[config.mk]
export PLATFORM = sky130hd
export DESIGN_NAME = spi_ctl_port
export DESIGN_NICKNAME = d
export VERILOG_FILES = /design/src/rtl/spi_ctl_pkg.sv /design/src/rtl/spi_ctl_sync.sv /design/src/rtl/spi_ctl_regfile.sv /design/src/rtl/spi_ctl_frame.sv /design/src/rtl/spi_ctl_port.sv
export SDC_FILE = /design/constraint.sdc
export NUM_CORES = 1
export LEC_CHECK = 0
export BUFFER_PORTS_ARGS = -buffer_cell sky130_fd_sc_hd__buf_2
export CORE_UTILIZATION = 52
export CTS_BUF_LIST = sky130_fd_sc_hd__clkbuf_8
export DETAILED_ROUTE_END_ITERATION = 16
export GPL_TIMING_DRIVEN = 0
export PLACE_DENSITY = 0.78
export SLEW_MARGIN = 20
export SYNTH_ARGS = -nofsm -noshare
export SYNTH_HDL_FRONTEND = slang
export SYNTH_HIERARCHICAL = 1
export SYNTH_SLANG_ARGS = --single-unit
[constraint.sdc]
create_clock -name clk -period 2.6 [get_ports clk]
set_input_delay 0.52 -clock clk [delete_from_list [all_inputs] [get_ports clk]]
set_output_delay 0.52 -clock clk [all_outputs]
set_load 0.005 [all_outputs]
[src/rtl/spi_ctl_pkg.sv]
package spi_ctl_pkg;
  localparam int BYTE_W = 8;
  localparam int CNT_W  = $clog2(BYTE_W);

  typedef enum logic [2:0] {
    PH_ADDR,
    PH_MAP,
    PH_DATA,
    PH_READ,
    PH_SKIP
  } phase_e;
endpackage

[src/rtl/spi_ctl_sync.sv]
module spi_ctl_sync #(
  parameter int          WIDTH   = 1,
  parameter int          STAGES  = 2,
  parameter logic [WIDTH-1:0] RST_VAL = '0
) (
  input  logic             clk,
  input  logic             rst_n,
  input  logic [WIDTH-1:0] d,
  output logic [WIDTH-1:0] q
);
  logic [WIDTH-1:0] stage_q [STAGES];

  always_ff @(posedge clk or negedge rst_n) begin
    if (!rst_n) begin
      for (int k = 0; k < STAGES; k++) stage_q[k] <= RST_VAL;
    end else begin
      stage_q[0] <= d;
      for (int k = 1; k < STAGES; k++) stage_q[k] <= stage_q[k-1];
    end
  end

  assign q = stage_q[STAGES-1];
endmodule

[src/rtl/spi_ctl_regfile.sv]
module spi_ctl_regfile
  import spi_ctl_pkg::*;
#(
  parameter int PTR_W    = 3,
  parameter int LAST_REG = 6
) (
  input  logic                           clk,
  input  logic                           rst_n,
  input  logic                           wr_en,
  input  logic [PTR_W-1:0]               wr_addr,
  input  logic [BYTE_W-1:0]              wr_data,
  input  logic [PTR_W-1:0]               rd_addr,
  output logic [BYTE_W-1:0]              rd_data,
  output logic [BYTE_W*(1<<PTR_W)-1:0]   regs_flat
);
  localparam int NUM_REGS = 1 << PTR_W;

  logic [BYTE_W-1:0] mem [NUM_REGS];

  for (genvar i = 0; i < NUM_REGS; i++) begin : g_reg
    if (i >= 1 && i <= LAST_REG) begin : g_impl
      logic [BYTE_W-1:0] val_q;
      logic              val_en;
      assign val_en = wr_en && (wr_addr == PTR_W'(i));
      always_ff @(posedge clk or negedge rst_n) begin
        if (!rst_n)      val_q <= '0;
        else if (val_en) val_q <= wr_data;
      end
      assign mem[i] = val_q;
    end else begin : g_none
      assign mem[i] = '0;
    end
    assign regs_flat[i*BYTE_W +: BYTE_W] = mem[i];
  end

  assign rd_data = mem[rd_addr];

  AST_WRITE_LANDS: assert property (@(posedge clk) disable iff (!rst_n)
    (wr_en && wr_addr >= PTR_W'(1) && int'(wr_addr) <= LAST_REG)
      |=> mem[$past(wr_addr)] == $past(wr_data));
  AST_NO_WRITE_HOLD: assert property (@(posedge clk) disable iff (!rst_n)
    !wr_en |=> $stable(regs_flat));
endmodule

[src/rtl/spi_ctl_frame.sv]
module spi_ctl_frame
  import spi_ctl_pkg::*;
#(
  parameter int                PTR_W    = 3,
  parameter logic [BYTE_W-2:0] DEV_ADDR = 7'b0010000
) (
  input  logic              clk,
  input  logic              rst_n,
  input  logic              en,
  input  logic              cs_s,
  input  logic              sclk_rise,
  input  logic              sclk_fall,
  input  logic              sdi_s,
  input  logic [BYTE_W-1:0] rd_data,
  output logic              wr_en,
  output logic [PTR_W-1:0]  wr_addr,
  output logic [BYTE_W-1:0] wr_data,
  output logic [PTR_W-1:0]  rd_addr,
  output logic              sdo,
  output logic              sdo_oe
);
  phase_e            phase_q, phase_d;
  logic [CNT_W-1:0]  bit_q, bit_d;
  logic [BYTE_W-1:0] sh_q, sh_d;
  logic [BYTE_W-1:0] out_q, out_d;
  logic [PTR_W-1:0]  ptr_q, ptr_d;
  logic              incr_q, incr_d;
  logic [BYTE_W-1:0] byte_full;
  logic              last_bit;

  assign byte_full = {sh_q[BYTE_W-2:0], sdi_s};
  assign last_bit  = (bit_q == CNT_W'(BYTE_W-1));

  always_comb begin
    phase_d = phase_q;
    bit_d   = bit_q;
    sh_d    = sh_q;
    out_d   = out_q;
    ptr_d   = ptr_q;
    incr_d  = incr_q;
    wr_en   = 1'b0;
    if (!en || cs_s) begin
      phase_d = PH_ADDR;
      bit_d   = '0;
      sh_d    = '0;
      out_d   = '0;
    end else begin
      if (sclk_rise) begin
        sh_d  = byte_full;
        bit_d = bit_q + 1'b1;
        if (last_bit) begin
          unique case (phase_q)
            PH_ADDR: begin
              if (sh_q[BYTE_W-2:0] != DEV_ADDR) phase_d = PH_SKIP;
              else if (sdi_s)                   phase_d = PH_READ;
              else                              phase_d = PH_MAP;
            end
            PH_MAP: begin
              ptr_d   = byte_full[PTR_W-1:0];
              incr_d  = byte_full[BYTE_W-1];
              phase_d = PH_DATA;
            end
            PH_DATA: begin
              wr_en = 1'b1;
              if (incr_q) ptr_d = ptr_q + 1'b1;
            end
            PH_READ: begin
              if (incr_q) ptr_d = ptr_q + 1'b1;
            end
            default: ;
          endcase
        end
      end
      if (sclk_fall && phase_q == PH_READ) begin
        if (bit_q == '0) out_d = rd_data;
        else             out_d = {out_q[BYTE_W-2:0], 1'b0};
      end
    end
  end

  always_ff @(posedge clk or negedge rst_n) begin
    if (!rst_n) begin
      phase_q <= PH_ADDR;
      bit_q   <= '0;
      sh_q    <= '0;
      out_q   <= '0;
      ptr_q   <= PTR_W'(1);
      incr_q  <= 1'b0;
    end else begin
      phase_q <= phase_d;
      bit_q   <= bit_d;
      sh_q    <= sh_d;
      out_q   <= out_d;
      ptr_q   <= ptr_d;
      incr_q  <= incr_d;
    end
  end

  assign wr_addr = ptr_q;
  assign wr_data = byte_full;
  assign rd_addr = ptr_q;
  assign sdo     = out_q[BYTE_W-1];
  assign sdo_oe  = en && !cs_s && (phase_q == PH_READ);

  AST_DESELECT_CLEARS: assert property (@(posedge clk) disable iff (!rst_n)
    cs_s |=> (phase_q == PH_ADDR && bit_q == '0));
  AST_SKIP_HOLDS: assert property (@(posedge clk) disable iff (!rst_n)
    (en && !cs_s && phase_q == PH_SKIP) |=> (phase_q == PH_SKIP && !wr_en));
  AST_SDO_HOLD_ON_RISE: assert property (@(posedge clk) disable iff (!rst_n)
    (sclk_rise && !cs_s && phase_q == PH_READ) |=> $stable(sdo));
  AST_PTR_STEP: assert property (@(posedge clk) disable iff (!rst_n)
    (wr_en && incr_q) |=> ptr_q == PTR_W'($past(ptr_q) + 1'b1));
endmodule

[src/rtl/spi_ctl_port.sv]
module spi_ctl_port
  import spi_ctl_pkg::*;
#(
  parameter int                PTR_W       = 3,
  parameter int                LAST_REG    = 6,
  parameter logic [BYTE_W-2:0] DEV_ADDR    = 7'b0010000,
  parameter int                SYNC_STAGES = 2
) (
  input  logic                         clk,
  input  logic                         rst_n,
  input  logic                         cs_n,
  input  logic                         sclk,
  input  logic                         sdi,
  output logic                         sdo,
  output logic                         sdo_oe,
  output logic                         spi_mode,
  output logic [BYTE_W*(1<<PTR_W)-1:0] regs_flat
);
  logic [1:0]        rst_sh;
  logic              rst_i_n;
  logic [2:0]        pins_s;
  logic              cs_s, sclk_s, sdi_s;
  logic              cs_prev, sclk_prev;
  logic              sclk_rise, sclk_fall, cs_fall;
  logic              mode_q, mode_d;
  logic              wr_en;
  logic [PTR_W-1:0]  wr_addr, rd_addr;
  logic [BYTE_W-1:0] wr_data, rd_data;

  always_ff @(posedge clk or negedge rst_n) begin
    if (!rst_n) rst_sh <= '0;
    else        rst_sh <= {rst_sh[0], 1'b1};
  end
  assign rst_i_n = rst_sh[1];

  spi_ctl_sync #(.WIDTH(3), .STAGES(SYNC_STAGES), .RST_VAL(3'b000)) u_sync (
    .clk   (clk),
    .rst_n (rst_i_n),
    .d     ({cs_n, sclk, sdi}),
    .q     (pins_s)
  );
  assign {cs_s, sclk_s, sdi_s} = pins_s;

  always_ff @(posedge clk or negedge rst_i_n) begin
    if (!rst_i_n) begin
      cs_prev   <= 1'b0;
      sclk_prev <= 1'b0;
      mode_q    <= 1'b0;
    end else begin
      cs_prev   <= cs_s;
      sclk_prev <= sclk_s;
      mode_q    <= mode_d;
    end
  end

  assign sclk_rise = sclk_s & ~sclk_prev;
  assign sclk_fall = ~sclk_s & sclk_prev;
  assign cs_fall   = cs_prev & ~cs_s;

  always_comb begin
    mode_d = mode_q;
    if (cs_fall) mode_d = 1'b1;
  end

  spi_ctl_frame #(.PTR_W(PTR_W), .DEV_ADDR(DEV_ADDR)) u_frame (
    .clk       (clk),
    .rst_n     (rst_i_n),
    .en        (mode_q),
    .cs_s      (cs_s),
    .sclk_rise (sclk_rise),
    .sclk_fall (sclk_fall),
    .sdi_s     (sdi_s),
    .rd_data   (rd_data),
    .wr_en     (wr_en),
    .wr_addr   (wr_addr),
    .wr_data   (wr_data),
    .rd_addr   (rd_addr),
    .sdo       (sdo),
    .sdo_oe    (sdo_oe)
  );

  spi_ctl_regfile #(.PTR_W(PTR_W), .LAST_REG(LAST_REG)) u_regs (
    .clk       (clk),
    .rst_n     (rst_i_n),
    .wr_en     (wr_en),
    .wr_addr   (wr_addr),
    .wr_data   (wr_data),
    .rd_addr   (rd_addr),
    .rd_data   (rd_data),
    .regs_flat (regs_flat)
  );

  assign spi_mode = mode_q;

  AST_MODE_STICKY: assert property (@(posedge clk) disable iff (!rst_i_n)
    mode_q |=> mode_q);
  AST_MODE_NEEDS_FALL: assert property (@(posedge clk) disable iff (!rst_i_n)
    $rose(mode_q) |-> ($past(cs_prev) && !$past(cs_s)));
  AST_NO_WRITE_UNMODED: assert property (@(posedge clk) disable iff (!rst_i_n)
    !mode_q |-> (!wr_en && !sdo_oe));
endmodule

==> results of run 1 <==
## worst max-delay path, cell delays in order (launching register included)
cell and delay, ns:
dfrtp_1 0.40, ha_1 0.17, ha_1 0.18, nand3b_2 0.20, nor4b_2 0.29, clkbuf_2 0.20, nor4bb_1 0.31, buf_4 0.27
mux2_2 0.36
## repair_timing
action                     in CTS  in global routing
setup endpoints to repair       8                 37
setup buffers                   2                  1
gates cloned                    0                  0
resized for setup               0                  9
hold buffers                    1                  0
pin swaps                       1                  1
hold endpoints to repair        2                  0
## layout by cell type, fill, tap and decap left out, types with 2 or more instances in the layout
cell type  instances
a211oi_1           7
a21oi_1            3
and2_1             8
and4b_1            3
buf_1              2
buf_2             57
buf_4             29
buf_6              2
bufinv_16          2
clkbuf_1           5
clkbuf_2           3
clkbuf_8           9
conb_1            17
dfrtp_1           82
ha_1               4
inv_1              9
inv_6              2
mux2_1             5
mux2_2            51
mux2_4            10
mux2i_1           16
mux4_2             8
nand2_1            2
nand2b_1           4
nand4b_1           3
nor2_1            18
nor2b_1           12
nor4bb_1           2
o31ai_1            2
or3_1              2
## power groups by stage
stage	Clock [uW]	Sequential (uW)	Combinational, uW
6_report	1040	1340	93.1
3_5_place_dp	0	1370	90.9
2_1_floorplan	0	1360	64.3
5_1_grt	1110	1340	103
4_1_cts	1060	1340	92.5
3_3_place_gp	0	1370	75.8
## sequential cells by signal (all words and copies together) (netlist names), 2 cells and up
register               flops
u_frame/out_q              8
u_regs/g.g_impl.val_q     48
u_frame/bit_q              3
u_frame/rd_addr            3
rst_sh                     2
u_frame/phase_q            3
u_sync/stage_q             3
u_sync/q                   3
u_frame/sh_q               7
## cells in the mapped netlist, drive strengths merged (2+ instances only)
| cell | number |
|---|---|
| mux2 | 66 |
| clkbuf | 8 |
| dfrtp | 83 |
| inv | 9 |
| mux4 | 8 |
| nor2 | 18 |
| and4b | 3 |
| ha | 4 |
| nor4bb | 3 |
| nor2b | 12 |
| nand2b | 4 |
| a211oi | 7 |
| or3 | 2 |
| and2 | 8 |
| mux2i | 16 |
| nand2 | 2 |
| a21oi | 3 |
| nand4b | 3 |
| conb | 2 |
| buf | 32 |
| o31ai | 2 |
## logic make-up after synthesis
group | count (synthesis) | synth area share, %
other | 2 | 0.181
AND/OR/NAND/NOR | 64 | 9.58
AO/OA/AOI/OAI | 21 | 3.81
buffers and inverters | 49 | 7.13
adder cells (fa/ha/maj) | 4 | 1.21
flip-flops | 84 | 50.8
multiplexers | 90 | 27.1
XOR/XNOR | 1 | 0.212
## final cells by class
type | instances | area, um^2 | area share [%]
Buffer | 40 | 269 | 5.49
Clock buffer | 9 | 124 | 2.53
Clock inverter | 7 | 98.8 | 2.02
Inverter | 9 | 33.8 | 0.690
Multi-Input combinational cell | 197 | 1810 | 37.0
Sequential cell | 84 | 2110 | 43.0
Tap cell | 102 | 128 | 2.61
Timing Repair Buffer | 60 | 328 | 6.69
## worst max path at each step
| stage | depth (start not counted) | slack [ns] | endpoint |
|---|---|---|---|
| 2_1_floorplan | 0 | 0.09 | cs_prev$_DFF_PN0_ |
| 3_3_place_gp | 0 | -0.78 | u_regs/g_reg[3].g_impl.val_q[0]$_DFFE_PN0P_ |
| 3_5_place_dp | 7 | -0.009 | u_regs/g_reg[3].g_impl.val_q[0]$_DFFE_PN0P_ |
| 4_1_cts | 7 | 0.03 | u_regs/g_reg[6].g_impl.val_q[7]$_DFFE_PN0P_ |
| 5_1_grt | 8 | -0.02 | u_regs/g_reg[4].g_impl.val_q[7]$_DFFE_PN0P_ |
| 6_report | 8 | 0.12 | u_regs/g_reg[1].g_impl.val_q[0]$_DFFE_PN0P_ |
## per-layer routing
metal	part of all wire [%]	wire length (um)	global-route usage, %
met5	0	0	0
met4	2.2	190	10.7
met3	6.7	585	4.27
met2	46	4040	34.6
met1	45	3900	30.9
## stage by stage
step	setup TNS, ns	util [%]
floorplan	0	-
global placement	-63.24	59.5
detailed placement	-0.0345	59.8
CTS	0	63.0
global route	-0.0865	63.4
finish	0	63.4
==> results.md, run 1 <==
- Run status: completed
- Crit-path max FO: 8
- Crit path launch type: register
- Total iterations of the first detailed-routing run: 4
- Leakage power: 0.00254 uW
- Worst Hold Class: primary input to register
- Power Internal: between 1500 and 2000 uW
- Core Area: 7730 um^2
- Routed via count: 2706
- CTS tree: yes
- Setup Viol. Count Final: 0
- IO Port Bufs: 55
- Worst Skew: roughly 0.0096 ns
- Cell count after synthesis: 315
- Largest net degree at the start of global routing: 48
- DRC Markers: 0
- Clock-pin slew on the worst setup and hold paths: 0.09 ns
- WS Path Type: register to register
- Clk_lat worst skew: between 0.3 and 0.4 ns
- Peak supply drop: 0.327 mV
- Final period util: 95.2%
- Hold Fails Final Rpt: 0
- Area growth syn-to-layout: 18.3%
- Sequential share of the synthesized area: 50.8%
- Final WL: around 8700 um
- WP data arrival: 2.72 ns
- Post-synth EDFFs: 0
- Area share of the largest cell type after synthesis: 50.2%
- Reg-to-Reg Start: u_frame/bit_q[0]$_DFFE_PN0P_
- Non-filler cells, final: a little over 500
- FP Rows: 32
- Post-Syn Area: 4140 um^2
- Minimum clock period: 2.48 ns
- Grt ovf: 0
- Pre-CTS setup slack: -0.00935 ns
- First-pass GRT wire length: between 10000 and 15000 um
- Worst R2R Setup Slack: 0.12 ns
- Start point of the critical path: u_frame/bit_q[0]$_DFFE_PN0P_
- Ports: 72
- DP Wirelength: 5870 um
- Cell variety after synth: 47
- Dpl cells: 488
- CTS Buffer Depth: 2
- Post-synth top flop: dfrtp_1
- TritonCTS Buffers: 9
- R2R Path End: u_regs/g_reg[1].g_impl.val_q[0]$_DFFE_PN0P_
- Slew Viols, Final: 0
- Max-slew headroom: 52.6%
- Total track usage: roughly 22%
- Worst hold stages: 1
- Root buf cell: clkbuf_8
- Min-Delay Startpoint: sclk
- Reg power frac: 54.1%
- Worst setup slack after layout: 0.124 ns
- Comb pwr share: 3.8%
- Cell area after layout: 4900 um^2
- Pwr Density: 504 nW/um^2
- Worst-Margin Slew: 0.711 ns
- Switching Fraction: 22.8%
- Via count of the first global-routing pass: ~2700
- GPL Wtd Cong: 0.804
- Syn avg cell area: between 10 and 15 um^2
- Synth async-reset ratio: 100%
- Die Ht: 91.2 um
- Total Power: 2470 uW
- Post-route antenna net violation count: 0
- Die Wd: roughly 91 um
- Wire length per cell: 17.2 um
- Die footprint: 8320 um^2
- Syn. warnings: 6
- Fraction of layout cells with a size suffix above 1: 45.3%
- Sw Pwr: 564 uW
- Drt first-iter violations: between 200 and 250
- FF-to-FF path depth: 8
- CTS Sinks: 84
- Main area contributors after synthesis: dfrtp_1 50%, mux2_2 14%, buf_4 4.4%
- Worst EP required: 2.85 ns
- Nets@finish: 410
- Kind of end point of the critical path: register
- Vias per inst: 5.33
- CTS H-tree lvls: 3
- Inserted Diodes: 0
- FILL cells: 598
- MaxCap Viol Count: 0
- Hold EP: u_sync/stage_q[4]$_DFF_PN0_
- Max Fclk: slightly above 400 MHz
- Hold WS: between 0.2 and 0.3 ns
- Antenna violations before repair: 0
- Initial core utilization: ~54%
- Seq cells post-synth: 84
- Clock Power Share: approximately 42%
- Placed Area: 4620 um^2
- Synth area leader: dfrtp_1
Note: power is estimated with default switching activity, not from simulation.
==> run 2: changes to the inputs <==
--- a/config.mk
+++ b/config.mk
@@ -5,12 +5,13 @@
 export SDC_FILE = /design/constraint.sdc
 export NUM_CORES = 1
 export LEC_CHECK = 0
+export ABC_AREA = 1
 export BUFFER_PORTS_ARGS = -buffer_cell sky130_fd_sc_hd__buf_2
-export CORE_UTILIZATION = 52
+export CORE_UTILIZATION = 53
 export CTS_BUF_LIST = sky130_fd_sc_hd__clkbuf_8
 export DETAILED_ROUTE_END_ITERATION = 16
 export GPL_TIMING_DRIVEN = 0
-export PLACE_DENSITY = 0.78
+export PLACE_DENSITY = 0.79
 export SLEW_MARGIN = 20
 export SYNTH_ARGS = -nofsm -noshare
 export SYNTH_HDL_FRONTEND = slang
==> results.md, run 2 <==
- Root buf cell: clkbuf_8
- Wire length per cell: 13.7 um (-20%)
- Vias per inst: 5.07 (-4.9%)
- Final period util: 91.1% (-4.1 points)
- Total Power: 2400 uW (-2.7%)
- First-pass GRT wire length: 16500 um (+17%)
- GPL Wtd Cong: 0.898 (+12%)
- Nets@finish: 635 (+55%)
- Area share of the largest cell type after synthesis: 47.9% (-2.3 points)
- Grt ovf: 0 (unchanged)
- Commonest cells after routing, fill and taps aside: 173 x nand2_1, 82 x dfrtp_1, 77 x inv_1
- Worst Skew: 0.0125 ns (+0.00291 ns)
- Fraction of layout cells with a size suffix above 1: 24.2% (-21 points)
- Sw Pwr: 552 uW (-2.1%)
- Max Fclk: 422 MHz (+4.5%)
- Crit-path max FO: 10 (+2)
- FILL cells: 707 (+18%)
- Antenna violations before repair: 0 (unchanged)
- Hold Fails Final Rpt: 0 (unchanged)
- Largest reg by FF count: u_regs/g.g_impl.val_q
- Non-filler cells, final: 733 (+44%)
- WS Path Type: register to register
- Syn avg cell area: 7.98 um^2 (-39%)
- TritonCTS Buffers: 9 (unchanged)
- Routed via count: 3713 (+37%)
- Clock-pin slew on the worst setup and hold paths: 0.09 ns (about the same)
- Slew Viols, Final: 0 (unchanged)
- Synth async-reset ratio: 100% (unchanged)
- Leakage power: 0.00267 uW (+5.3%)
- Post-synth EDFFs: 0 (unchanged)
- MaxCap Viol Count: 0 (unchanged)
- Die footprint: 8550 um^2 (+2.7%)
- Most common library cells after synthesis: 173 x nand2_1, 83 x dfrtp_1, 77 x inv_1
- Worst-Margin Slew: 0.523 ns (-0.188 ns)
- DRC Markers: 0 (unchanged)
- Via count of the first global-routing pass: 3443 (+28%)
- Sequential share of the synthesized area: 48.5% (-2.3 points)
- Crit path launch type: register
- CTS H-tree lvls: 3 (unchanged)
- # Post-CTS Setup Buffers: 0 (-2)
- Most numerous cell in the Yosys netlist: nand2_1
- Most common cell after layout, fill and taps aside: nand2_1
- Area growth syn-to-layout: 16.5%
- CTS Buffer Depth: 2 (unchanged)
- Post-route antenna net violation count: 0 (unchanged)
- Peak supply drop: 0.282 mV (-14%)
- Cell variety after synth: 29 (-38%)
- Cell count after synthesis: 543 (+72%)
- Minimum clock period: 2.37 ns (-0.107 ns)
- Drt first-iter violations: 189 (-18%)
- IO Port Bufs: 55 (unchanged)
- Ports: 72 (unchanged)
- Post-synth top flop: dfrtp_1
- Core Area: 7810 um^2 (+1.0%)
- Clock Power Share: 40.5% (-1.6 points)
- Post-Syn Area: 4340 um^2 (+4.7%)
- CTS Sinks: 84 (unchanged)
- Final WL: 10000 um (+15%)
- Largest net degree at the start of global routing: 54 (+13%)
- Max-slew headroom: 64.8% (+12 points)
- Setup Viol. Count Final: 0 (unchanged)
- Total track usage: 25.1% (+2.6 points)
- Initial core utilization: 55.5% (+2.0 points)
- Clk_lat worst skew: 0.36 ns (about the same)
- Dpl cells: 716 (+47%)
- Largest register FFs: 48 (unchanged)
- Syn. warnings: 6 (unchanged)
- Comb pwr share: 4.1% (+0.3 points)
- Setup TNS: 0 ns (unchanged)
- Multi-input gate area: 1660 um^2 (-8.5%)
- Kind of end point of the critical path: register
- WP data arrival: 2.64 ns (-0.08 ns)
- Reg power frac: 55.3% (+1.2 points)
- Total iterations of the first detailed-routing run: 6 (+2)
- Switching Fraction: 23.0% (+0.15 points)
- Biggest registers after layout: u_regs/g.g_impl.val_q (48), u_frame/out_q (8), u_frame/sh_q (7)
- Inserted Diodes: 0 (unchanged)
- Synth area leader: dfrtp_1
- Worst Hold Class: register to asynchronous set/reset pin
- FF/Latch Area: 2110 um^2 (unchanged)
- CTS tree: yes
- FP Rows: 32 (unchanged)
- Main area contributors after synthesis: dfrtp_1 48%, nand2_1 15%, inv_1 6.7%
- Power Internal: 1850 uW (-2.9%)
- Worst EP required: 2.87 ns (+0.02 ns)
- Die Ht: 92.4 um (+1.3%)
- Die Wd: 92.4 um (+1.3%)
- Pwr Density: 476 nW/um^2 (-5.6%)
- DP Wirelength: 7270 um (+24%)
- Run status: completed
- RSZ-0062 raised after global routing: no
- Seq cells post-synth: 84 (unchanged)
-- run 2: changes by cell type in the layout (fill, tap and decap cells not counted), sizes merged, moves of 12 or more --
cell / before / now
nor2b: 12 / 0
mux2: 66 / 0
mux2i: 16 / 0
nand2: 2 / 178
nand3: 1 / 38
o21ai: 0 / 65
inv: 11 / 87
-- run 2: worst max-delay path, stage by stage (launching register included) --
cell and delay (ns):
dfrtp_1 0.33, buf_4 0.11, inv_1 0.04, nor2_2 0.24, nand2_1 0.16, nor4_1 0.51
inv_1 0.16, nor2_4 0.16, nand3_2 0.17, buf_2 0.23, o21ai_0 0.18
-- run 2: worst paths after layout --
| check | startpoint | to | slack (ns) | cells past startpoint |
|---|---|---|---|---|
| min | rst_sh[1]$_DFF_PN0_ | u_regs/g_reg[1].g_impl.val_q[6]$_DFFE_PN0P_ | 0.26 | 0 |
| max in group asynchronous | rst_sh[1]$_DFF_PN0_ | u_frame/rd_addr[0]$_DFFE_PN1P_ | 1.70 | 1 |
| min reg2reg | rst_sh[1]$_DFF_PN0_ | u_regs/g_reg[1].g_impl.val_q[6]$_DFFE_PN0P_ | 0.26 | 0 |
| max | u_sync/q[1]$_DFF_PN0_ | u_regs/g_reg[3].g_impl.val_q[6]$_DFFE_PN0P_ | 0.23 | 10 |
| min in group clk | sdi | u_sync/stage_q[3]$_DFF_PN0_ | 0.27 | 1 |
| max reg2reg | u_sync/q[1]$_DFF_PN0_ | u_regs/g_reg[3].g_impl.val_q[6]$_DFFE_PN0P_ | 0.23 | 10 |
-- run 2: repair_timing --
item | CTS | global route
hold endpoints to repair | 2 | 0
endpoints found under the setup margin | 0 | 8
hold buffers | 1 | 0
resized for setup | 0 | 1
-- run 2: cells by family (layout without fill, tap and decap cells) --
group / count (synthesis) / in the layout / share of synthesized area [%]
buffers and inverters: 127 / 200 / 14.6
AO/OA/AOI/OAI: 79 / 79 / 11.1
other: 2 / 17 / 0.173
AND/OR/NAND/NOR: 246 / 246 / 24.2
XOR/XNOR: 1 / 1 / 0.202
adder cells (fa/ha/maj): 4 / 4 / 1.15
flip-flops: 84 / 84 / 48.5
-- run 2: layout make-up --
cell class | instances | area share, %
Buffer | 41 | 6.17
Sequential cell | 84 | 41.7
Multi-Input combinational cell | 347 | 32.8
Tap cell | 102 | 2.53
Timing Repair Buffer | 57 | 6.20
Clock inverter | 5 | 1.16
Inverter | 86 | 6.39
Clock buffer | 11 | 3.00
-- run 2: power groups by stage --
stage          clock network (uW)  registers [uW]  logic (uW)
2_1_floorplan                   0            1360        62.5
3_3_place_gp                    0            1370        76.0
3_5_place_dp                    0            1360        98.3
4_1_cts                       995            1330        99.7
5_1_grt                      1050            1330         113
6_report                      974            1330        99.2
-- run 2: per-layer routing --
metal / track usage, % / vias to the layer above / wire length (um)
met4: 10.8 / 0 / 247
met1: 33.3 / 1758 / 4350
met5: 0 / - / 0
met3: 4.02 / 23 / 542
met2: 40.7 / 130 / 4880
li1: - / 1802 / -
-- run 2: per-stage QoR --
stage | cell area, um^2 | hold WS (ns) | util [%] | worst slack, ns
3_3_place_gp | 4790 | 0.305 | 61.4 | -0.761
6_report | 5050 | 0.261 | 64.7 | 0.231
3_5_place_dp | 4830 | 0.280 | 61.8 | 0.106
4_1_cts | 5050 | 0.253 | 64.6 | 0.0805
5_1_grt | 5050 | 0.254 | 64.7 | 0.0977
2_1_floorplan | 4390 | 0.224 | - | 0.0889
